### src/rtl/i2c_status_master.sv
`timescale 1ns/1ps
module i2c_status_master #(
  parameter int DIVW = 13,
  parameter logic [7:0] BAUD_RST = 8'h44
) (
  input  logic       clk,
  input  logic       rst_n,
  input  logic       bus_wr,
  input  logic [4:0] bus_addr,
  input  logic [7:0] bus_wdata,
  output logic [7:0] bus_rdata,
  output logic       irq,
  output logic       scl_oe,
  output logic       sda_oe,
  input  logic       sda_in
);
  localparam logic [4:0] A_SLA = 5'h00, A_DAT = 5'h04, A_CTL = 5'h08,
                         A_STB = 5'h0C, A_XSL = 5'h10, A_RST = 5'h1C;
  localparam logic [7:0] C_START = 8'h08, C_RSTART = 8'h10, C_AW_ACK = 8'h18,
                         C_AW_NAK = 8'h20, C_DW_ACK = 8'h28, C_DW_NAK = 8'h30,
                         C_AR_ACK = 8'h40, C_AR_NAK = 8'h48, C_DR_ACK = 8'h50,
                         C_DR_NAK = 8'h58, C_IDLE = 8'hF8;

  typedef enum logic [2:0] {S_IDLE, S_WAIT, S_START, S_BIT, S_STOP} st_t;
  st_t st;

  logic [7:0] sla, xsla, dat, code, baud, txb, rxb;
  logic ack_en, iflg, en, inten, start_req, stop_req;
  logic rep, rx, aphase, ackd, ackq, hold;
  logic [3:0] ph, bcnt;
  logic [DIVW-1:0] pcnt, lim;
  logic [1:0] sync;
  logic scl_n, sda_n, bit_v;

  wire srst   = bus_wr && bus_addr == A_RST;
  wire wr_ctl = bus_wr && bus_addr == A_CTL;
  wire sda_s  = sync[1];
  wire busy   = st == S_START || st == S_BIT || st == S_STOP;

  assign lim = (DIVW'(baud[6:3]) + DIVW'(1)) << (4'(baud[2:0]) + 4'd1);
  wire tick   = busy && pcnt == lim - DIVW'(1);
  wire lastph = tick && ph == 4'd9;

  wire released = en && st == S_WAIT && !iflg;
  wire go_stop  = released && stop_req;
  wire go_start = en && start_req && (st == S_IDLE || (released && !stop_req));
  wire go_byte  = released && !stop_req && !start_req;

  assign irq = iflg & inten;

  always_comb begin
    case (bus_addr)
      A_SLA:   bus_rdata = sla;
      A_DAT:   bus_rdata = dat;
      A_CTL:   bus_rdata = {inten, en, start_req, stop_req, iflg, ack_en, 2'b00};
      A_STB:   bus_rdata = code;
      A_XSL:   bus_rdata = xsla;
      default: bus_rdata = 8'h00;
    endcase
  end

  always_comb begin
    if (rx) bit_v = (bcnt == 4'd8) ? ackq : 1'b0;
    else    bit_v = (bcnt == 4'd8) ? 1'b0 : ~txb[3'd7 - bcnt[2:0]];
  end

  always_comb begin
    case (st)
      S_WAIT:  begin scl_n = 1'b1;          sda_n = hold; end
      S_START: begin scl_n = ph < 4'd3;     sda_n = ph >= 4'd7; end
      S_STOP:  begin scl_n = ph < 4'd4;     sda_n = ph < 4'd7; end
      S_BIT:   begin scl_n = ph < 4'd5;     sda_n = (ph == 4'd0) ? hold : bit_v; end
      default: begin scl_n = 1'b0;          sda_n = 1'b0; end
    endcase
  end

  always_ff @(posedge clk) begin
    if (!rst_n || srst) begin
      st <= S_IDLE;
      sla <= 8'h00; xsla <= 8'h00; dat <= 8'h00; code <= C_IDLE; baud <= BAUD_RST;
      txb <= 8'h00; rxb <= 8'h00;
      ack_en <= 1'b0; iflg <= 1'b0; en <= 1'b0; inten <= 1'b0;
      start_req <= 1'b0; stop_req <= 1'b0;
      rep <= 1'b0; rx <= 1'b0; aphase <= 1'b0; ackd <= 1'b0; ackq <= 1'b0; hold <= 1'b0;
      ph <= 4'd0; bcnt <= 4'd0; pcnt <= '0; sync <= 2'b11;
      scl_oe <= 1'b0; sda_oe <= 1'b0;
    end else begin
      sync   <= {sync[0], sda_in};
      scl_oe <= scl_n;
      sda_oe <= sda_n;

      if (bus_wr && bus_addr == A_SLA) sla  <= bus_wdata;
      if (bus_wr && bus_addr == A_XSL) xsla <= bus_wdata;
      if (bus_wr && bus_addr == A_DAT) dat  <= bus_wdata;
      if (bus_wr && bus_addr == A_STB) baud <= bus_wdata;
      if (wr_ctl) begin
        ack_en <= bus_wdata[2];
        en     <= bus_wdata[6];
        inten  <= bus_wdata[7];
        if (bus_wdata[5]) start_req <= 1'b1;
        if (bus_wdata[4]) stop_req  <= 1'b1;
        if (!bus_wdata[3]) iflg <= 1'b0;
      end

      if (!busy || tick) pcnt <= '0;
      else               pcnt <= pcnt + DIVW'(1);
      if (tick) ph <= (ph == 4'd9) ? 4'd0 : ph + 4'd1;

      case (st)
        S_IDLE: begin
          if (stop_req) stop_req <= 1'b0;
          if (go_start) begin
            st <= S_START; start_req <= 1'b0; rep <= 1'b0;
          end
        end
        S_WAIT: begin
          if (go_stop) begin
            st <= S_STOP; stop_req <= 1'b0;
          end else if (go_start) begin
            st <= S_START; start_req <= 1'b0; rep <= 1'b1;
          end else if (go_byte) begin
            st     <= S_BIT;
            bcnt   <= 4'd0;
            rx     <= code == C_AR_ACK || code == C_DR_ACK;
            aphase <= code == C_START || code == C_RSTART;
            txb    <= dat;
            ackq   <= ack_en;
          end
        end
        S_START: begin
          if (lastph) begin
            code <= rep ? C_RSTART : C_START;
            iflg <= 1'b1; hold <= 1'b1; st <= S_WAIT;
          end
        end
        S_BIT: begin
          if (tick && ph == 4'd7) begin
            if (bcnt < 4'd8) rxb <= {rxb[6:0], sda_s};
            else             ackd <= !sda_s;
          end
          if (lastph) begin
            if (bcnt == 4'd8) begin
              iflg <= 1'b1; st <= S_WAIT;
              if (rx) begin
                code <= ackq ? C_DR_ACK : C_DR_NAK;
                dat  <= rxb;
                hold <= ackq;
              end else begin
                hold <= 1'b0;
                if (aphase) code <= ackd ? (txb[0] ? C_AR_ACK : C_AW_ACK)
                                         : (txb[0] ? C_AR_NAK : C_AW_NAK);
                else        code <= ackd ? C_DW_ACK : C_DW_NAK;
              end
            end else begin
              bcnt <= bcnt + 4'd1;
              hold <= bit_v;
            end
          end
        end
        S_STOP: begin
          if (lastph) begin
            code <= C_IDLE; st <= S_IDLE; hold <= 1'b0;
          end
        end
        default: st <= S_IDLE;
      endcase
    end
  end

  // idle state always reports the idle code
  a_r1_idle_code: assert property (@(posedge clk) disable iff (!rst_n)
    st == S_IDLE |-> code == C_IDLE);

  // the flag only rises as the end of a hardware bus event
  a_r2_flag_by_hw: assert property (@(posedge clk) disable iff (!rst_n)
    $rose(iflg) |-> ($past(st) == S_START || $past(st) == S_BIT));

  // while the flag is held, SCL stays low and the code is frozen
  a_r9_hold_scl: assert property (@(posedge clk) disable iff (!rst_n)
    (iflg && $past(iflg)) |-> scl_oe);
  a_r9_code_frozen: assert property (@(posedge clk) disable iff (!rst_n)
    (iflg && $past(iflg)) |-> $stable(code));

  // a STOP never raises the flag
  a_r10_stop_no_flag: assert property (@(posedge clk) disable iff (!rst_n)
    st == S_STOP |=> !iflg);

  // SDA only moves under a low SCL outside START and STOP
  a_r13_sda_under_low_scl: assert property (@(posedge clk) disable iff (!rst_n)
    (!$past(scl_oe) && !scl_oe && !$past(srst)
     && $past(st) != S_START && $past(st) != S_STOP
     && $past(st, 2) != S_START && $past(st, 2) != S_STOP) |-> $stable(sda_oe));
endmodule

### config.mk
export PLATFORM = sky130hd
export DESIGN_NAME = i2c_status_master
export DESIGN_NICKNAME = d
export VERILOG_FILES = /design/src/rtl/i2c_status_master.sv
export SDC_FILE = /design/constraint.sdc
export NUM_CORES = 1
export LEC_CHECK = 0
export ABC_AREA = 1
export BUFFER_PORTS_ARGS = -buffer_cell sky130_fd_sc_hd__buf_2
export CAP_MARGIN = 40
export CORE_MARGIN = 1.5
export CORE_UTILIZATION = 35
export CTS_CLUSTER_DIAMETER = 60
export DETAILED_ROUTE_END_ITERATION = 10
export PLACE_DENSITY = 0.5
export SLEW_MARGIN = 25
export SYNTH_ARGS = -nofsm -noshare
export SYNTH_HDL_FRONTEND = slang
export SYNTH_SLANG_ARGS = --single-unit
### constraint.sdc
create_clock -name clk -period 3 [get_ports clk]
set_input_delay 0.6 -clock clk [delete_from_list [all_inputs] [get_ports clk]]
set_output_delay 0.6 -clock clk [all_outputs]
set_load 0.005 [all_outputs]
==> results of run 1 <==
[cell type report]
class / count / area [um^2]
clock buffer: 9 / 225
clock inverter: 7 / 63.8
fill: 1584 / 7870
inverter: 104 / 397
multi-input combinational: 635 / 3570
sequential: 92 / 1850
tap: 188 / 235
timing repair buffer: 114 / 881
[state kept, by name, summed over array words and instances, names as in the netlist, 2 cells and up]
register / count
sync: 2
rxb: 8
baud: 7
bcnt: 4
xsla: 8
ph: 4
sla: 8
code: 5
dat: 8
txb: 8
pcnt: 13
st: 3
[path summary, 6_finish.rpt]
check | from | to
setup reg to reg | baud[0] | rxb[5]
setup / recovery | baud[0] | rxb[5]
hold / removal | sync[0] | sync[1]
hold reg to reg | sync[0] | sync[1]
[worst reg2reg max path: cells and delay by family, from the launching register on]
| family | cells | cell delay [ps] |
|---|---|---|
| compound gates | 1 | 190 |
| fa+ha+maj | 1 | 180 |
| xor+xnor | 1 | 180 |
| simple gates | 14 | 1530 |
| buf+inv | 5 | 520 |
| flops | 1 | 360 |
[layout by cell type, fill, tap and decap left out, types with 3 or more instances in the layout]
master | netlist | final
nand3_4 | 1 | 11
nand3_1 | 87 | 64
a31oi_1 | 3 | 3
nor2_1 | 117 | 97
inv_6 | 0 | 3
buf_2 | 0 | 27
inv_2 | 5 | 7
o21ai_2 | 2 | 5
o21ai_1 | 3 | 5
buf_6 | 3 | 10
nand3_2 | 3 | 17
dfxtp_1 | 92 | 87
o211ai_1 | 4 | 4
nand2_4 | 1 | 4
nand2_2 | 4 | 37
ha_4 | 0 | 3
xor2_1 | 6 | 6
nand4_1 | 7 | 7
dfxtp_2 | 0 | 5
nor3_2 | 0 | 3
buf_4 | 3 | 73
inv_1 | 96 | 93
nand2_1 | 230 | 194
a21oi_1 | 59 | 58
clkbuf_16 | 0 | 10
ha_1 | 7 | 4
o21ai_0 | 48 | 43
buf_12 | 0 | 3
nor2_2 | 6 | 14
nor2_4 | 2 | 14
a221oi_1 | 5 | 4
nor3_1 | 14 | 11
nor3b_2 | 0 | 3
[metal layers]
| layer | GRT usage [%] | vias to the layer above | part of all wire, % |
|---|---|---|---|
| met5 | 0 | - | 0 |
| met4 | 5.75 | 0 | 1.2 |
| met3 | 3.54 | 16 | 2.7 |
| met2 | 36.2 | 72 | 51 |
| met1 | 25.0 | 2616 | 45 |
| li1 | - | 2969 | - |
[power groups by stage]
stage	Clock, uW	Combinational (uW)	Sequential [uW]
2_1_floorplan	0	193	1290
3_3_place_gp	0	311	1290
3_5_place_dp	0	309	1290
4_1_cts	1190	329	1260
5_1_grt	1230	425	1270
6_report	1150	381	1270
[what timing repair did]
action,4_1_cts,5_1_grt
setup endpoints to repair,32,48
hold endpoints to repair,0,0
gates resized for setup,37,113
cloned,1,2
buffers inserted,3,14
pin swaps,21,43
[metrics by stage]
| stage | total power [uW] | hold slack (ps) | instances |
|---|---|---|---|
| 2_1_floorplan | 1480 | 393 | 849 |
| 3_3_place_gp | 1610 | 395 | 1113 |
| 3_5_place_dp | 1600 | 402 | 1113 |
| 4_1_cts | 2780 | 417 | 1133 |
| 5_1_grt | 2930 | 423 | 1149 |
| 6_report | 2800 | 415 | 1149 |
[cell families (layout without fill, tap and decap cells)]
family | after synthesis | count (layout) | synth area share (%)
simple gates | 482 | 484 | 38.8
compound gates | 133 | 133 | 13.7
buf+inv | 124 | 234 | 9.36
flops | 92 | 92 | 34.4
xor+xnor | 11 | 11 | 2.22
fa+ha+maj | 7 | 7 | 1.63
==> flow_summary.toml, run 1 <==
[run_status]
status = "finished, violations left"
violations = "negative setup slack"

[drt]
post_drt_wl_per_cell_um = 14.4
avgViaCountPerCell = 4.94
antenna_left = 0
first_pass_iters = 4
drtIter0Drc = 275
drt-total-wl_mm = 16.6
vias = 5673
drcViolationCount = 0

[power_and_ir_drop]
clockPowerShare_pct = 41.1
internal_power_uw = 1970
combPwrFrac_pct = 13.6
seqPwrFrac_pct = 45.3
p_leak_uw = 0.00318
p_per_area_nw_per_um2 = 387
p_sw_share_pct = 29.5
vdd_drop_max_v = 0.000293
p_switching_uw = 826

[timing]
finClkSkew_ps = 11.0
period_minus_slack_ps = 3050
postLayoutSetupSlackWorst_ps = -46.5
relSlewSlack_pct = 30.6
finalHoldViolCount = 0
final-max-slew-violation-count = 0
fmax_ghz = 0.328
setup-tns-final_ps = -245
tightestPinTransition_ps = 1030
rsz0062_at_grt = "yes"
finalSetupViolCount = 9
period_share_pct = 102

[die]
io_pins = 28
die_w_um = 127
chipHeight_um = 127
die_area_um2 = 16100
start_util_pct = 35.5
row_count = 45
core_area_um2 = 15100

[logic_synthesis]
ys_seq_area_share_pct = 34.4
syn_nets = 873
ys_async_sr_fraction_pct = 0
synth_cells = 849
synth.largest_area_cell = "dfxtp_1"
yosys.area.top_type_share_pct = 34.4
synth_commonest_cells = "230 x nand2_1, 117 x nor2_1, 96 x inv_1"
yosys_warnings = 0
synth-edff-count = 0
synthTopCellsByArea = "dfxtp_1 34%, nand2_1 16%, nor2_1 8.2%"
synth-seq-cells = 92
synth-main-ff-cell = "dfxtp_1"
syn_area_per_cell_um2 = 6.31
synth.distinct_cells = 43
synth_most_common_cell = "nand2_1"
synth.cell_area_um2 = 5360

[place]
hpwl_mm = 11.8
place_ws_ps = -201
postPlaceCellArea_um2 = 6150
portBuffers = 27
gp_congestion = 0.862

[critical_path]
critical-path-top-delay-family = "simple AND/OR/NAND/NOR gates"
crit_buf_inv = 5
worstSetupPathType = "reg -> reg"
crit_slowest_cell = "dfxtp_2"
reg2reg_setup_slack_ps = -50
reg2reg_depth = 22
cp.arrival_ps = 3310
critPathLaunchType = "flop"
crit_path_max_incr_delay_ps = 360
endpoint_kind = "flop"
cp_num_cells = 22
cp_max_fo = 8
worstPathRequired_ps = 3260
path_cells = "ha_4, xor2_4, nor2_4, buf_6, buf_6, nand3_4, nand2_2, inv_2, nand2_4, inv_4, nand3_2, o21ai_2, nand2_1, nand2_1, nand2_1, nor2_4, nand4_4, nor2_4, buf_12, nand3_4, nor2_1, nor2_1"

[min_path]
whs_path_depth = 1
hp-class = "reg -> reg"

[clocking]
h-tree-depth = 3
cts_sinks = 92
cts_root_buffer = "clkbuf_16"
clk_transition_reported_paths_ps = 80
insertion_delay_ps = 360
cts_buffer_depth = 2
numCtsBuffers = 9
postCtsHoldBufs = 0
cts_tree = "done"

[grt]
antenna_found_initial = 0
grt.overflow.total = 0
grt_pass1_wl_mm = 26.1
grt_max_degree = 32
grt.total_usage_pct = 20.3
grt_pass1_vias = 5374

[cells_and_area]
diodes = 0
area_growth_pct = 34.8
finish.instance_area_um2 = 7220
final_util_pct = 47.9
drive_gt1_share_pct = 27.7
finalNetCount = 980

[flow_run]
cap_violations = 0
No activity file was read; power rests on OpenSTA's default activity.
==> run 2: changes to the inputs <==
--- a/config.mk
+++ b/config.mk
@@ -8,11 +8,13 @@
 export ABC_AREA = 1
 export BUFFER_PORTS_ARGS = -buffer_cell sky130_fd_sc_hd__buf_2
 export CAP_MARGIN = 40
+export CELL_PAD_IN_SITES_DETAIL_PLACEMENT = 1
+export CELL_PAD_IN_SITES_GLOBAL_PLACEMENT = 1
 export CORE_MARGIN = 1.5
 export CORE_UTILIZATION = 35
 export CTS_CLUSTER_DIAMETER = 60
 export DETAILED_ROUTE_END_ITERATION = 10
-export PLACE_DENSITY = 0.5
+export PLACE_DENSITY = 0.67
 export SLEW_MARGIN = 25
 export SYNTH_ARGS = -nofsm -noshare
 export SYNTH_HDL_FRONTEND = slang
==> constraint.sdc (replaced) <==
create_clock -name clk -period 3 [get_ports clk]
set_input_delay 0.75 -clock clk [delete_from_list [all_inputs] [get_ports clk]]
set_output_delay 0.75 -clock clk [all_outputs]
set_load 0.005 [all_outputs]
==> flow_summary.toml, run 2 (synthesized netlist as in run 1, its figures left out) <==
[run_status]
status = "finished, violations left"
violations = "negative setup slack"

[drt]
first_pass_iters = 4
avgViaCountPerCell = 5.19
drtIter0Drc = 262
post_drt_wl_per_cell_um = 17.1
vias = 5934
top_layer = "met4"
dr_wl_met2_mm = 10.1
drt-total-wl_mm = 19.6
met3_wirelength_um = 453
drcViolationCount = 0
wl_met1_mm = 8.49
antenna_left = 0

[grt]
grt.overflow.total = 0
antenna_found_initial = 0
grt_pass1_wl_mm = 31.3
grt_max_degree = 32
grt_pass1_vias = 6361
grt.total_usage_pct = 24.3

[timing]
finalSetupViolCount = 27
relSlewSlack_pct = 54.8
period_share_pct = 104
final-max-slew-violation-count = 0
period_minus_slack_ps = 3110
rsz0062_at_grt = "yes"
postLayoutSetupSlackWorst_ps = -109
tightestPinTransition_ps = 676
finalHoldViolCount = 0
finClkSkew_ps = 11.5
fmax_ghz = 0.322

[cells_and_area]
area_growth_pct = 34.0
final_common_cell = "nand2_1"
drive_gt1_share_pct = 27.2
final_cell_mix = "195 x nand2_1, 104 x nor2_1, 91 x inv_1"
fillerInstances = 1960
final_cells = 1143
finalNetCount = 974
finish.instance_area_um2 = 7180
regMostFlops = "pcnt"
largest_reg_flops = 13
diodes = 0

[critical_path]
r2r-start = "baud[0]"
crit_slowest_cell = "dfxtp_2"
reg2reg_depth = 20
regToRegEndpoint = "rxb[6]"
reg2reg_setup_slack_ps = -110
critPathLaunchType = "flop"
crit_buf_inv = 3
crit_path_frequent_cell = "nand2_1"
critical-path-top-delay-family = "simple AND/OR/NAND/NOR gates"
crit_path_start = "baud[0]"
cp.arrival_ps = 3410
path_cells = "ha_4, buf_6, buf_4, nand2_1, nand3_4, nand3_4, buf_4, nand2_1, nand2_1, nand3_2, nand3_1, nor2_2, nand2_2, nor2_4, nand4_4, nor2_4, nand3_4, nand2_2, nand2_1, nor2_1"
endpoint_kind = "flop"
worstPathRequired_ps = 3300
cp_max_fo = 8
crit_path_max_incr_delay_ps = 340
worstSetupPathType = "reg -> reg"

[power_and_ir_drop]
vdd_drop_max_v = 0.000243
p_per_area_nw_per_um2 = 398
power_uw = 2860
p_leak_uw = 0.00320

[min_path]
hp-class = "reg -> reg"
worstHoldStart = "sync[0]"
whs_path_depth = 1
worst_hold_path.endpoint = "sync[1]"

[flow_run]
cap_violations = 0

[clocking]
cts_tree = "done"
insertion_delay_ps = 360
cts_buffer_depth = 2
h-tree-depth = 3
numCtsBuffers = 9
postCtsHoldBufs = 0
cts_root_buffer = "clkbuf_16"
cts_sinks = 92
clk_transition_reported_paths_ps = 70

[die]
die_w_um = 127
chipHeight_um = 127
start_util_pct = 35.5
core_area_um2 = 15100
io_pins = 28
row_count = 45
die_area_um2 = 16100

[place]
gp_congestion = 0.854
portBuffers = 27
hpwl_mm = 13.8
dp.cells = 1107
postPlaceCellArea_um2 = 6110
run 2: cell types whose count changed in the layout (fill, tap and decap cells not counted), sizes merged:
cell and change:
nand2 -1, bufinv +1, clkinvlp -1, clkinv +1, inv -2, buf -4
run 2: repair_timing:
| item | CTS | global route |
|---|---|---|
| endpoints found under the setup margin | 35 | 49 |
| pin swaps | 27 | 49 |
| resized for setup | 65 | 91 |
| gates cloned | 1 | 0 |
| buffers inserted | 4 | 16 |
run 2: worst register-to-register path, delay by kind of cell (launching register included):
family | cells | cell delay (ps)
AND/OR/NAND/NOR | 16 | 1960
buffers and inverters | 3 | 450
flip-flops | 1 | 340
adder cells (fa/ha/maj) | 1 | 330
run 2: power by group:
group          switching (uW)  leakage (uW)  total (uW)  internal [uW]
sequential               21.3      0.000744        1260           1240
clock                     555      0.000150        1220            664
combinational             246       0.00230         379            133
run 2: per-layer routing:
layer / vias to the layer above / track usage [%]
li1: 2954 / -
met4: 0 / 8.56
met1: 2876 / 29.3
met3: 36 / 3.71
met2: 68 / 44.0
met5: - / 0
run 2: worst max-delay path by stage:
stage / to / slack, ps / depth (start not counted)
after global placement: code[4] / -200 / 21
after CTS: code[5] / -60 / 22
after floorplan: code[7] / 70 / 22
after detailed placement: bcnt[2] / -280 / 20
after global routing: rxb[7] / -300 / 22
final: rxb[6] / -110 / 20
run 2: layout make-up:
cell class                      count  area (um^2)  area share, %
Clock inverter                      6         76.3           1.06
Sequential cell                    92         1850           25.8
Clock buffer                       10          229           3.19
Tap cell                          188          235           3.27
Timing Repair Buffer              109          808           11.3
Inverter                          104          400           5.57
Multi-Input combinational cell    634         3580           49.9
run 2: per-stage QoR:
| step | TNS (ps) | utilization, % | hold slack (ps) | worst slack, ps |
|---|---|---|---|---|
| 2_1_floorplan | 0 | - | 393 | 71.3 |
| 3_3_place_gp | -2490 | 40.5 | 405 | -196 |
| 3_5_place_dp | -5030 | 40.5 | 409 | -276 |
| 4_1_cts | -457 | 44.6 | 429 | -59.5 |
| 5_1_grt | -9070 | 47.6 | 439 | -299 |
| 6_report | -1270 | 47.6 | 422 | -109 |
